<file path="src/rtl/dram_refresh_pkg.sv">
package dram_refresh_pkg;
  typedef enum logic [1:0] {
    RS_IDLE    = 2'd0,
    RS_TAKE    = 2'd1,
    RS_STROBE  = 2'd2,
    RS_PRECHG  = 2'd3
  } rs_state_t;
endpackage

</file>
<file path="src/rtl/refresh_tick_gen.sv">
module refresh_tick_gen #(
  parameter int INTERVAL = 312
) (
  input  logic clk,
  input  logic rst,
  output logic tick
);
  localparam int CW = (INTERVAL > 1) ? $clog2(INTERVAL) : 1;
  localparam logic [CW-1:0] RELOAD = CW'(INTERVAL - 1);

  logic [CW-1:0] cnt_q;

  always_ff @(posedge clk) begin
    if (rst)              cnt_q <= RELOAD;
    else if (cnt_q == '0) cnt_q <= RELOAD;
    else                  cnt_q <= cnt_q - 1'b1;
  end

  assign tick = (cnt_q == '0);

  // counter reloads after each request and never leaves its range
  a_r2_reload: assert property (@(posedge clk) disable iff (rst)
    tick |=> (cnt_q == RELOAD));
  a_r2_in_range: assert property (@(posedge clk) disable iff (rst)
    cnt_q <= RELOAD);
endmodule

</file>
<file path="src/rtl/refresh_arbiter.sv">
module refresh_arbiter (
  input  logic clk,
  input  logic rst,
  input  logic tick,
  input  logic acc_active,
  input  logic seq_idle,
  output logic pending,
  output logic start
);
  logic pend_q;

  assign start   = pend_q & seq_idle & ~acc_active;
  assign pending = pend_q;

  always_ff @(posedge clk) begin
    if (rst) pend_q <= 1'b0;
    else     pend_q <= tick | (pend_q & ~start);
  end

  // every request is captured
  a_r2_capture: assert property (@(posedge clk) disable iff (rst)
    tick |=> pend_q);
  // an unserved request stays as a single flag
  a_r3_hold_flag: assert property (@(posedge clk) disable iff (rst)
    (pend_q && !start) |=> pend_q);
  // an access in flight defers the refresh start
  a_r5_defer: assert property (@(posedge clk) disable iff (rst)
    (pend_q && acc_active) |=> pend_q);
endmodule

</file>
<file path="src/rtl/refresh_seq.sv">
module refresh_seq
  import dram_refresh_pkg::*;
#(
  parameter int RAS_CYCLES = 3
) (
  input  logic clk,
  input  logic rst,
  input  logic start,
  output logic idle,
  output logic own,
  output logic strobe,
  output logic done
);
  localparam int RW = (RAS_CYCLES > 1) ? $clog2(RAS_CYCLES) : 1;
  localparam logic [RW-1:0] RLOAD = RW'(RAS_CYCLES - 1);

  rs_state_t state_q, state_d;
  logic [RW-1:0] rcnt_q;

  always_comb begin
    state_d = state_q;
    unique case (state_q)
      RS_IDLE:   if (start) state_d = RS_TAKE;
      RS_TAKE:   state_d = RS_STROBE;
      RS_STROBE: if (rcnt_q == '0) state_d = RS_PRECHG;
      RS_PRECHG: state_d = RS_IDLE;
      default:   state_d = RS_IDLE;
    endcase
  end

  always_ff @(posedge clk) begin
    if (rst) begin
      state_q <= RS_IDLE;
      rcnt_q  <= '0;
    end else begin
      state_q <= state_d;
      if (state_q == RS_TAKE)                    rcnt_q <= RLOAD;
      else if (state_q == RS_STROBE && rcnt_q != '0) rcnt_q <= rcnt_q - 1'b1;
    end
  end

  assign idle   = (state_q == RS_IDLE);
  assign own    = (state_q != RS_IDLE);
  assign strobe = (state_q == RS_STROBE);
  assign done   = (state_q == RS_PRECHG);

  // fixed ordering of the refresh phases
  a_r6_take_next: assert property (@(posedge clk) disable iff (rst)
    (state_q == RS_TAKE) |=> (state_q == RS_STROBE));
  a_r6_pre_next: assert property (@(posedge clk) disable iff (rst)
    (state_q == RS_PRECHG) |=> (state_q == RS_IDLE));
  a_r6_strobe_len: assert property (@(posedge clk) disable iff (rst)
    (state_q == RS_STROBE && rcnt_q != '0) |=> (state_q == RS_STROBE));
endmodule

</file>
<file path="src/rtl/refresh_row_ctr.sv">
module refresh_row_ctr #(
  parameter int ROW_W = 8
) (
  input  logic             clk,
  input  logic             rst,
  input  logic             advance,
  output logic [ROW_W-1:0] row
);
  logic [ROW_W-1:0] row_q;

  always_ff @(posedge clk) begin
    if (rst)          row_q <= '0;
    else if (advance) row_q <= row_q + 1'b1;
  end

  assign row = row_q;

  // one step per completed refresh, wrapping at the top
  a_r9_step: assert property (@(posedge clk) disable iff (rst)
    advance |=> (row_q == $past(row_q) + 1'b1));
  a_r9_steady: assert property (@(posedge clk) disable iff (rst)
    !advance |=> $stable(row_q));
endmodule

</file>
<file path="src/rtl/dram_refresh_ctrl.sv">
module dram_refresh_ctrl #(
  parameter int INTERVAL   = 312,
  parameter int RAS_CYCLES = 3,
  parameter int NBANK      = 2,
  parameter int CAS_W      = 4,
  parameter int ROW_W      = 8
) (
  input  logic             clk,
  input  logic             rst,
  input  logic             acc_active,
  input  logic [NBANK-1:0] acc_ras_n,
  input  logic [CAS_W-1:0] acc_cas_n,
  output logic             ref_hold,
  output logic             mux_lo_hiz,
  output logic             ref_row_oe,
  output logic [ROW_W-1:0] ref_row,
  output logic [NBANK-1:0] ras_n,
  output logic [CAS_W-1:0] cas_n
);
  logic tick, pending, start, idle, own, strobe, done;

  refresh_tick_gen #(.INTERVAL(INTERVAL)) u_tick (
    .clk(clk), .rst(rst), .tick(tick)
  );

  refresh_arbiter u_arb (
    .clk(clk), .rst(rst), .tick(tick), .acc_active(acc_active),
    .seq_idle(idle), .pending(pending), .start(start)
  );

  refresh_seq #(.RAS_CYCLES(RAS_CYCLES)) u_seq (
    .clk(clk), .rst(rst), .start(start), .idle(idle),
    .own(own), .strobe(strobe), .done(done)
  );

  refresh_row_ctr #(.ROW_W(ROW_W)) u_row (
    .clk(clk), .rst(rst), .advance(done), .row(ref_row)
  );

  assign ref_hold   = pending | own;
  assign mux_lo_hiz = own;
  assign ref_row_oe = own;

  for (genvar b = 0; b < NBANK; b++) begin : g_ras
    assign ras_n[b] = own ? ~strobe : acc_ras_n[b];
  end

  for (genvar c = 0; c < CAS_W; c++) begin : g_cas
    assign cas_n[c] = own | acc_cas_n[c];
  end

  // with refresh owning the lines, banks strobe together and CAS stays idle
  a_r7_banks_together: assert property (@(posedge clk) disable iff (rst)
    ref_row_oe |-> (ras_n == '0 || ras_n == '1));
  a_r7_no_cas: assert property (@(posedge clk) disable iff (rst)
    (ref_row_oe && ras_n == '0) |-> (cas_n == '1));
  // refresh ownership is always visible on the hold output
  a_r4_hold: assert property (@(posedge clk) disable iff (rst)
    ref_row_oe |-> ref_hold);
  // no refresh begins while an access is in flight
  a_r5_no_start: assert property (@(posedge clk) disable iff (rst)
    (!ref_row_oe && acc_active) |=> !ref_row_oe);
endmodule

</file>
<file path="config.mk">
export PLATFORM = sky130hd
export DESIGN_NAME = dram_refresh_ctrl
export DESIGN_NICKNAME = d
export VERILOG_FILES = /design/src/rtl/dram_refresh_pkg.sv /design/src/rtl/refresh_tick_gen.sv /design/src/rtl/refresh_arbiter.sv /design/src/rtl/refresh_seq.sv /design/src/rtl/refresh_row_ctr.sv /design/src/rtl/dram_refresh_ctrl.sv
export SDC_FILE = /design/constraint.sdc
export NUM_CORES = 1
export LEC_CHECK = 0
export ABC_AREA = 1
export ABC_CLOCK_PERIOD_IN_PS = 2700
export BUFFER_PORTS_ARGS = -buffer_cell sky130_fd_sc_hd__buf_2
export CAP_MARGIN = 20
export CORE_MARGIN = 5
export CORE_UTILIZATION = 35
export DETAILED_ROUTE_END_ITERATION = 12
export PLACE_DENSITY_LB_ADDON = 0.15
export SKIP_LAST_GASP = 1
export SLEW_MARGIN = 20
export SYNTH_ARGS = -nofsm -noshare
export SYNTH_HDL_FRONTEND = slang
export SYNTH_SLANG_ARGS = --single-unit
</file>
<file path="constraint.sdc">
create_clock -name clk -period 2.7 [get_ports clk]
set_clock_uncertainty 0.1 [all_clocks]
set_input_delay 0.27 -clock clk [delete_from_list [all_inputs] [get_ports clk]]
set_output_delay 0.27 -clock clk [all_outputs]
set_load 0.1 [all_outputs]
</file>
# Word-level counts from Yosys, hierarchy flattened
# Index checks and enable logic that the tools add are counted.
[op_classes]
order_cmp = 0
mux = 7
n_div = 0
bitwise = 12
eq_ne = 5
n_shift = 0
n_mul = 0
n_reduce_logical = 10
add_sub_neg = 3
[op_table]
columns = ["operator", "n"]
rows = [
  ["$logic_not 9->1", 1],
  ["$sub 9x1->9 const B", 1],
  ["$add 8x1->8 const B", 1],
  ["$mux 2", 4],
  ["$pmux 2 s4", 1],
  ["$or 1x1->1", 6],
  ["$reduce_bool 2->1", 3],
  ["$eq 2x2->1 const B", 2],
  ["$logic_not 2->1", 2],
  ["$reduce_or 2->1", 2],
  ["$and 1x1->1", 3],
  ["$not 1->1", 3],
  ["$eq 2x1->1 const B", 1],
  ["$mux 1", 2],
  ["$ne 2x1->1 const B", 1],
  ["$ne 2x2->1 const B", 1],
  ["$reduce_and 2->1", 1],
  ["$sub 2x1->2 const B", 1],
  ["$logic_and 1x1->1", 1],
]
[word_totals]
latchBits = 0
ff_bits = 22
n_memories = 0
rom_bits = 0
in_bits = 9
out_inout_bits = 17
ramBits = 0

# Depth between registers and ports, before layout
# Gate-level depths: netlist of the first run.
[depth]
ltp_word = 6
mapped_depth = 8
ltp_nobuf = 8

# Hierarchy
# Synthesis of the first run repeated with hierarchy kept, for this count alone.
[hier_totals]
cells_unflattened = 165
hier_area_um2 = 1182.4
[by_module_without_submodules]
columns = ["module", "area_per_inst_um2", "cells_each", "n_inst", "seq_area_each_um2"]
rows = [
  ["refresh_tick_gen", 435.4, 59, 1, 180.2],
  ["refresh_row_ctr", 361.6, 48, 1, 160.2],
  ["refresh_seq", 269.0, 37, 1, 80.1],
  ["dram_refresh_ctrl", 65.1, 13, 1, 0.0],
  ["refresh_arbiter", 51.3, 8, 1, 20.0],
]

# Worst setup path before layout of the first run
# No wires, ideal clock.
[synth_path]
kind = "flip-flop to output port"
start = "reg u_seq.state_q[0]"
end = "out ras_n[0]"
path_stages_with_launch = 6
path_slack_ns = 0.161
t_arrival_ns = 2.169
required_ns = 2.330
cell_sequence = "dfxtp_1 inv_1 ha_1 inv_1 nand2_1 nand2_1"
[synth_between]
word_cells_on_any_way = 4
[synth_lines]
columns = ["element", "line", "source"]
rows = [
  ["start: declaration", "refresh_seq.sv:17", "rs_state_t state_q, state_d;"],
  ["start signal: assignment", "refresh_seq.sv:36", "state_q <= state_d;"],
  ["$reduce_bool 2->1", "refresh_seq.sv:43", "assign own = (state_q != RS_IDLE);"],
  ["named net mux_lo_hiz", "dram_refresh_ctrl.sv:14", "output logic mux_lo_hiz,"],
  ["$mux 1", "dram_refresh_ctrl.sv:45", "assign ras_n[b] = own ? ~strobe : acc_ras_n[b];"],
  ["end: declaration", "dram_refresh_ctrl.sv:17", "output logic [NBANK-1:0] ras_n,"],
]
# The timed path passes the listed nets, and every way through them passes these cells.

# Final worst setup path of the first run
[layout_path]
start = "reg u_seq.state_q[0]"
end = "out ras_n[0]"
[layout_between]
elab_chain_cells = 3
word_cells_on_any_way = 4
[layout_rtl]
columns = ["element", "line", "source"]
rows = [
  ["$eq 2x2->1", "refresh_seq.sv:44", "assign strobe = (state_q == RS_STROBE);"],
  ["$not 1->1", "dram_refresh_ctrl.sv:45", ""],
  ["$mux 1 *", "dram_refresh_ctrl.sv:45", ""],
]
# Mark *: on every way between the ends. The rest lies on a longest branch, timed or not.

==> results of run 1 <==
final timing paths:
check,end,startpoint
setup / recovery,ras_n[0],u_seq.state_q[0]$_SDFFE_PP0P_
hold / removal,u_arb.pending$_SDFF_PP0_,rst
setup reg to reg,u_tick.cnt_q[7]$_SDFF_PP0_,u_tick.cnt_q[0]$_SDFF_PP1_
hold reg to reg,u_tick.cnt_q[0]$_SDFF_PP1_,u_tick.cnt_q[0]$_SDFF_PP1_
cell usage in the layout (no fill, tap or decap), types with 4 or more instances in the layout:
master   count
nand4_1      4
o21ai_0      8
ha_1         8
dfxtp_1     22
nand2_1     34
inv_1       24
buf_2       25
a21oi_1     10
nor2_1      17
or2_2        6
nand3_1     10
cells in the mapped netlist, types with 2 or more instances:
| master | instances | share of area, % |
|---|---|---|
| o21ai_0 | 8 | 3.6 |
| a21oi_1 | 10 | 4.5 |
| nand3_2 | 2 | 1.8 |
| nand3_1 | 10 | 4.5 |
| nor2_1 | 17 | 5.7 |
| ha_1 | 8 | 9.0 |
| inv_1 | 24 | 8.1 |
| nand2_1 | 34 | 11 |
| nor3_1 | 3 | 1.3 |
| nand4_1 | 4 | 2.2 |
| dfxtp_1 | 22 | 40 |
| or2_2 | 6 | 3.4 |
stage by stage:
step / util (%) / std cells / instance area [µm²]
after detailed placement: 41.9 / 222 / 1280
after CTS: 43.1 / 226 / 1320
after global placement: 41.9 / 222 / 1280
after floorplan: - / 155 / 1110
final: 43.1 / 226 / 1320
after global routing: 43.1 / 226 / 1320
metal layers:
metal / global-route usage, % / vias to the layer above / routed length, µm
met4: 4.06 / 0 / 20
li1: - / 542 / -
met3: 3.57 / 4 / 59
met5: 0 / - / 0
met2: 19.3 / 13 / 1050
met1: 12.5 / 448 / 1020
kinds of logic after synthesis:
family | synth area share, %
buffers and inverters | 9.22
and+or+nand+nor | 32.6
adders and majority gates | 9.00
xor gates and xnor gates | 0.788
DFF | 39.6
AOI/OAI and AO/OA | 8.77
final cells by class:
class                           instances  share of cell area, %
Timing Repair Buffer                   25                   9.51
Inverter                               24                   6.84
Sequential cell                        22                   33.5
Clock buffer                            4                   2.76
Multi-Input combinational cell        107                   43.3
Tap cell                               44                   4.18
flip-flops by register name, summed over array words and instances, names as in the netlist:
signal / count
u_seq.state_q: 2
u_seq.rcnt_q: 2
u_row.row: 8
u_arb.pending: 1
u_tick.cnt_q: 9
worst max-delay path, stage by stage, from the launching register on:
cell     delay, ns
dfxtp_1       0.38
inv_1         0.10
ha_1          0.26
inv_1         0.16
nand2_1       0.09
nand2_1       0.06
buf_2         0.41
==> flow_summary.toml, run 1 <==
[cts]
cts_tree = "built"
post_cts_resized = 0
h-tree-depth = 1
clock_latency_ns = 0.30
cts_root_buf = "clkbuf_4"
cts_hold_buffers = 0
numCtsBuffers = 3
numClockSinks = 22
cts.clk_slew.worst_paths_ns = 0.12
post_cts_buffers = 0
clk_path_buf_depth = 2

[placed_design]
post-dp-hpwl_mm = 1.74
io_buffers = 25
dpl_worst_slack_ns = 0.895
globalplace.congestion = 0.782

[hold_path]
hp-class = "in2reg"
whs_path_depth = 2

[sta]
fin_ws_ns = 0.566
rsz0062_at_grt = "no"
tightest_slew_ns = 0.495
fin_hold_ws_ns = 0.108
slew_viol_final = 0
setup_tns_ns = 0
fmax_mhz = 469
relSlewSlack_pct = 67.2
finalHoldViolations = 0
setup_violations = 0
period_needed_ns = 2.13
finalCritPeriodShare_pct = 79.0

[die]
core_area_um2 = 3050
fp.dieH_um = 66.4
num_io_pins = 26
die_w_um = 66.4
fp-row-count = 20
dieArea_um2 = 4410
start_util_pct = 36.4

[logic_synthesis]
synth-edff-count = 0
syn_area_um2 = 1110
ys_ff_latch = 22
synth_nets = 172
ys_types = 19
synth-main-ff-cell = "dfxtp_1"
syn_area_per_cell_um2 = 7.18
syn_inst = 155
seq_area_frac_synth_pct = 39.6
ys_async_sr_fraction_pct = 0
yosysWarnings = 0

[final_layout]
multi_input_area_um2 = 569
areaGrowthSynthToFinish_pct = 18.3
drive_above_1_share_pct = 22.0
final-seq-area_um2 = 440
diodes = 0
finalNetCount = 200
nFillCells = 318

[global_route]
grt_pass1_vias = 964
grt_usage_pct = 11.1
grt_antenna_before_repair = 0
grt_pass1_wl_mm = 3.85
grt_remaining_overflow = 0
grt_max_degree = 16

[route]
via_per_inst = 4.46
drcViolationCount = 0
drt_iter0_markers = 53
first_pass_iters = 4
drtAntennaViolNets = 0
post_drt_wl_per_cell_um = 9.49
routed_wl_mm = 2.15
num_vias = 1007

[critical_path]
reg2reg_slack_ns = 1.18
startpoint_type = "flip-flop"
crit_type = "reg2out"
crit_fanout = 8
crit_required_ns = 2.33
arrival_ns = 1.76
cp-end-kind = "output pin"
rr_worst_depth = 7

[flow_run]
drv_cap = 0

[run_status]
status = "finished clean"
Power of run 1 is left out: the tool's default activity adds up to more than one toggle a clock period on the data nets, which glitch-free logic cannot reach.
==> inputs of run 2 (changes only) <==
--- a/config.mk
+++ b/config.mk
@@ -6,7 +6,7 @@
 export NUM_CORES = 1
 export LEC_CHECK = 0
 export ABC_AREA = 1
-export ABC_CLOCK_PERIOD_IN_PS = 2700
+export ABC_CLOCK_PERIOD_IN_PS = 1800
 export BUFFER_PORTS_ARGS = -buffer_cell sky130_fd_sc_hd__buf_2
 export CAP_MARGIN = 20
 export CORE_MARGIN = 5
==> constraint.sdc (replaced) <==
create_clock -name clk -period 1.8 [get_ports clk]
set_clock_uncertainty 0.1 [all_clocks]
set_input_delay 0.18 -clock clk [delete_from_list [all_inputs] [get_ports clk]]
set_output_delay 0.18 -clock clk [all_outputs]
set_load 0.1 [all_outputs]
==> run 2 against run 1 <==
Core utilization is 8.4 points higher. Worst hold slack better by 0.0079 ns. Critical path depth is 1 lower. Register-to-register slack worse by 0.93 ns. Cell count is 4.0% higher. Worst setup slack worse by 0.55 ns. Largest cell class unchanged.
==> flow_summary.toml, run 2 (synthesis gave the netlist of run 1 again) <==
[sta]
rsz0062_at_grt = "yes"
finalHoldViolations = 0
setup_violations = 0
fin_hold_ws_ns = 0.116
slew_viol_final = 0
period_needed_ns = 1.79
fin_ws_ns = 0.0124
tightest_slew_ns = 0.487
finalCritPeriodShare_pct = 99.3
fmax_mhz = 559
relSlewSlack_pct = 67.8

[die]
num_io_pins = 26
fp-row-count = 20
core_area_um2 = 3050
start_util_pct = 36.4
dieArea_um2 = 4410
fp.dieH_um = 66.4
die_w_um = 66.4

[final_layout]
final_area_um2 = 1570
top_register = "u_tick.cnt_q"
areaGrowthSynthToFinish_pct = 41.4
largest_reg_flops = 9
diodes = 0
drive_above_1_share_pct = 32.5
final_cell_mix = "30 x nand2_1, 20 x inv_1, 18 x buf_2, 18 x dfxtp_1, 17 x nor2_1"
mostFrequentLayoutCell = "nand2_1"
finalNetCount = 209

[global_route]
grt_max_degree = 16
grt_pass1_vias = 1118
grt_pass1_wl_mm = 4.49
grt_antenna_before_repair = 0
grt_usage_pct = 12.7
grt_remaining_overflow = 0

[critical_path]
crit_required_ns = 1.52
arrival_ns = 1.51
startpoint = "u_seq.state_q[0]$_SDFFE_PP0P_"
crit_end = "cas_n[1]"
rr_worst_depth = 7
r2r_end = "u_seq.rcnt_q[0]$_SDFFE_PP0P_"
startpoint_type = "flip-flop"
crit_type = "reg2out"
reg2reg_from = "u_seq.state_q[1]$_SDFFE_PP0P_"
cp-end-kind = "output pin"
reg2reg_slack_ns = 0.25
crit_fanout = 8

[cts]
clk_path_buf_depth = 2
cts_tree = "built"
cts.clk_slew.worst_paths_ns = 0.12
clock_latency_ns = 0.31
numCtsBuffers = 3
cts_root_buf = "clkbuf_4"
numClockSinks = 22
h-tree-depth = 1

[placed_design]
io_buffers = 25
post-dp-hpwl_mm = 1.76
globalplace.congestion = 0.747
dpl_worst_slack_ns = 0.209
postPlaceCellArea_um2 = 1370

[route]
drtAntennaViolNets = 0
via_per_inst = 4.59
first_pass_iters = 4
drt_iter0_markers = 31
num_vias = 1078
drcViolationCount = 0
routed_wl_mm = 2.43
post_drt_wl_per_cell_um = 10.4

[run_status]
status = "finished clean"

[flow_run]
drv_cap = 0

[hold_path]
hp-class = "in2reg"
[run 2: metrics by stage]
stage | cells | TNS [ns] | util [%]
6_report | 235 | 0 | 51.5
5_1_grt | 235 | -0.244 | 51.5
4_1_cts | 233 | -0.00294 | 50.4
3_5_place_dp | 222 | 0 | 45.0
3_3_place_gp | 222 | 0 | 45.0
2_1_floorplan | 155 | -0.427 | -
[run 2: area by class of cell]
class	instances	area [µm²]
Clock inverter	1	30.0
Multi-Input combinational cell	107	628
Tap cell	44	55.1
Fill cell	315	1480
Timing Repair Buffer	34	290
Clock buffer	3	22.5
Sequential cell	22	448
Inverter	24	98.8
[run 2: per-layer routing]
layer | GRT usage, % | share of wire [%] | up-vias
li1 | - | - | 560
met1 | 14.6 | 47 | 495
met2 | 23.3 | 48 | 21
met3 | 2.04 | 4.4 | 2
met4 | 4.57 | 0.78 | 0
met5 | 0 | 0 | -
[run 2: worst max-delay path, cell delays in order (launching register included)]
cell,delay (ns)
dfxtp_2,0.36
inv_4,0.07
ha_4,0.16
clkinvlp_4,0.16
or2_4,0.29
buf_12,0.16
[run 2: worst min path at each step]
stage	start	endpoint	slack, ns	cells past startpoint
final	acc_active	u_arb.pending$_SDFF_PP0_	0.12	3
after global routing	acc_active	u_arb.pending$_SDFF_PP0_	0.12	3
after CTS	acc_active	u_arb.pending$_SDFF_PP0_	0.10	3
after detailed placement	u_tick.cnt_q[0]$_SDFF_PP1_	u_tick.cnt_q[0]$_SDFF_PP1_	0.30	1
after global placement	u_tick.cnt_q[0]$_SDFF_PP1_	u_tick.cnt_q[0]$_SDFF_PP1_	0.29	1
after floorplan	rst	u_arb.pending$_SDFF_PP0_	0.15	1
[run 2: repair_timing]
item	4_1_cts	5_1_grt
endpoints found under the hold margin	2	0
hold buffers	1	0
gates resized for setup	15	7
setup endpoints to repair	6	9
pin swaps	2	3
buffers inserted	6	2
Power of run 2 is left out for the same reason.
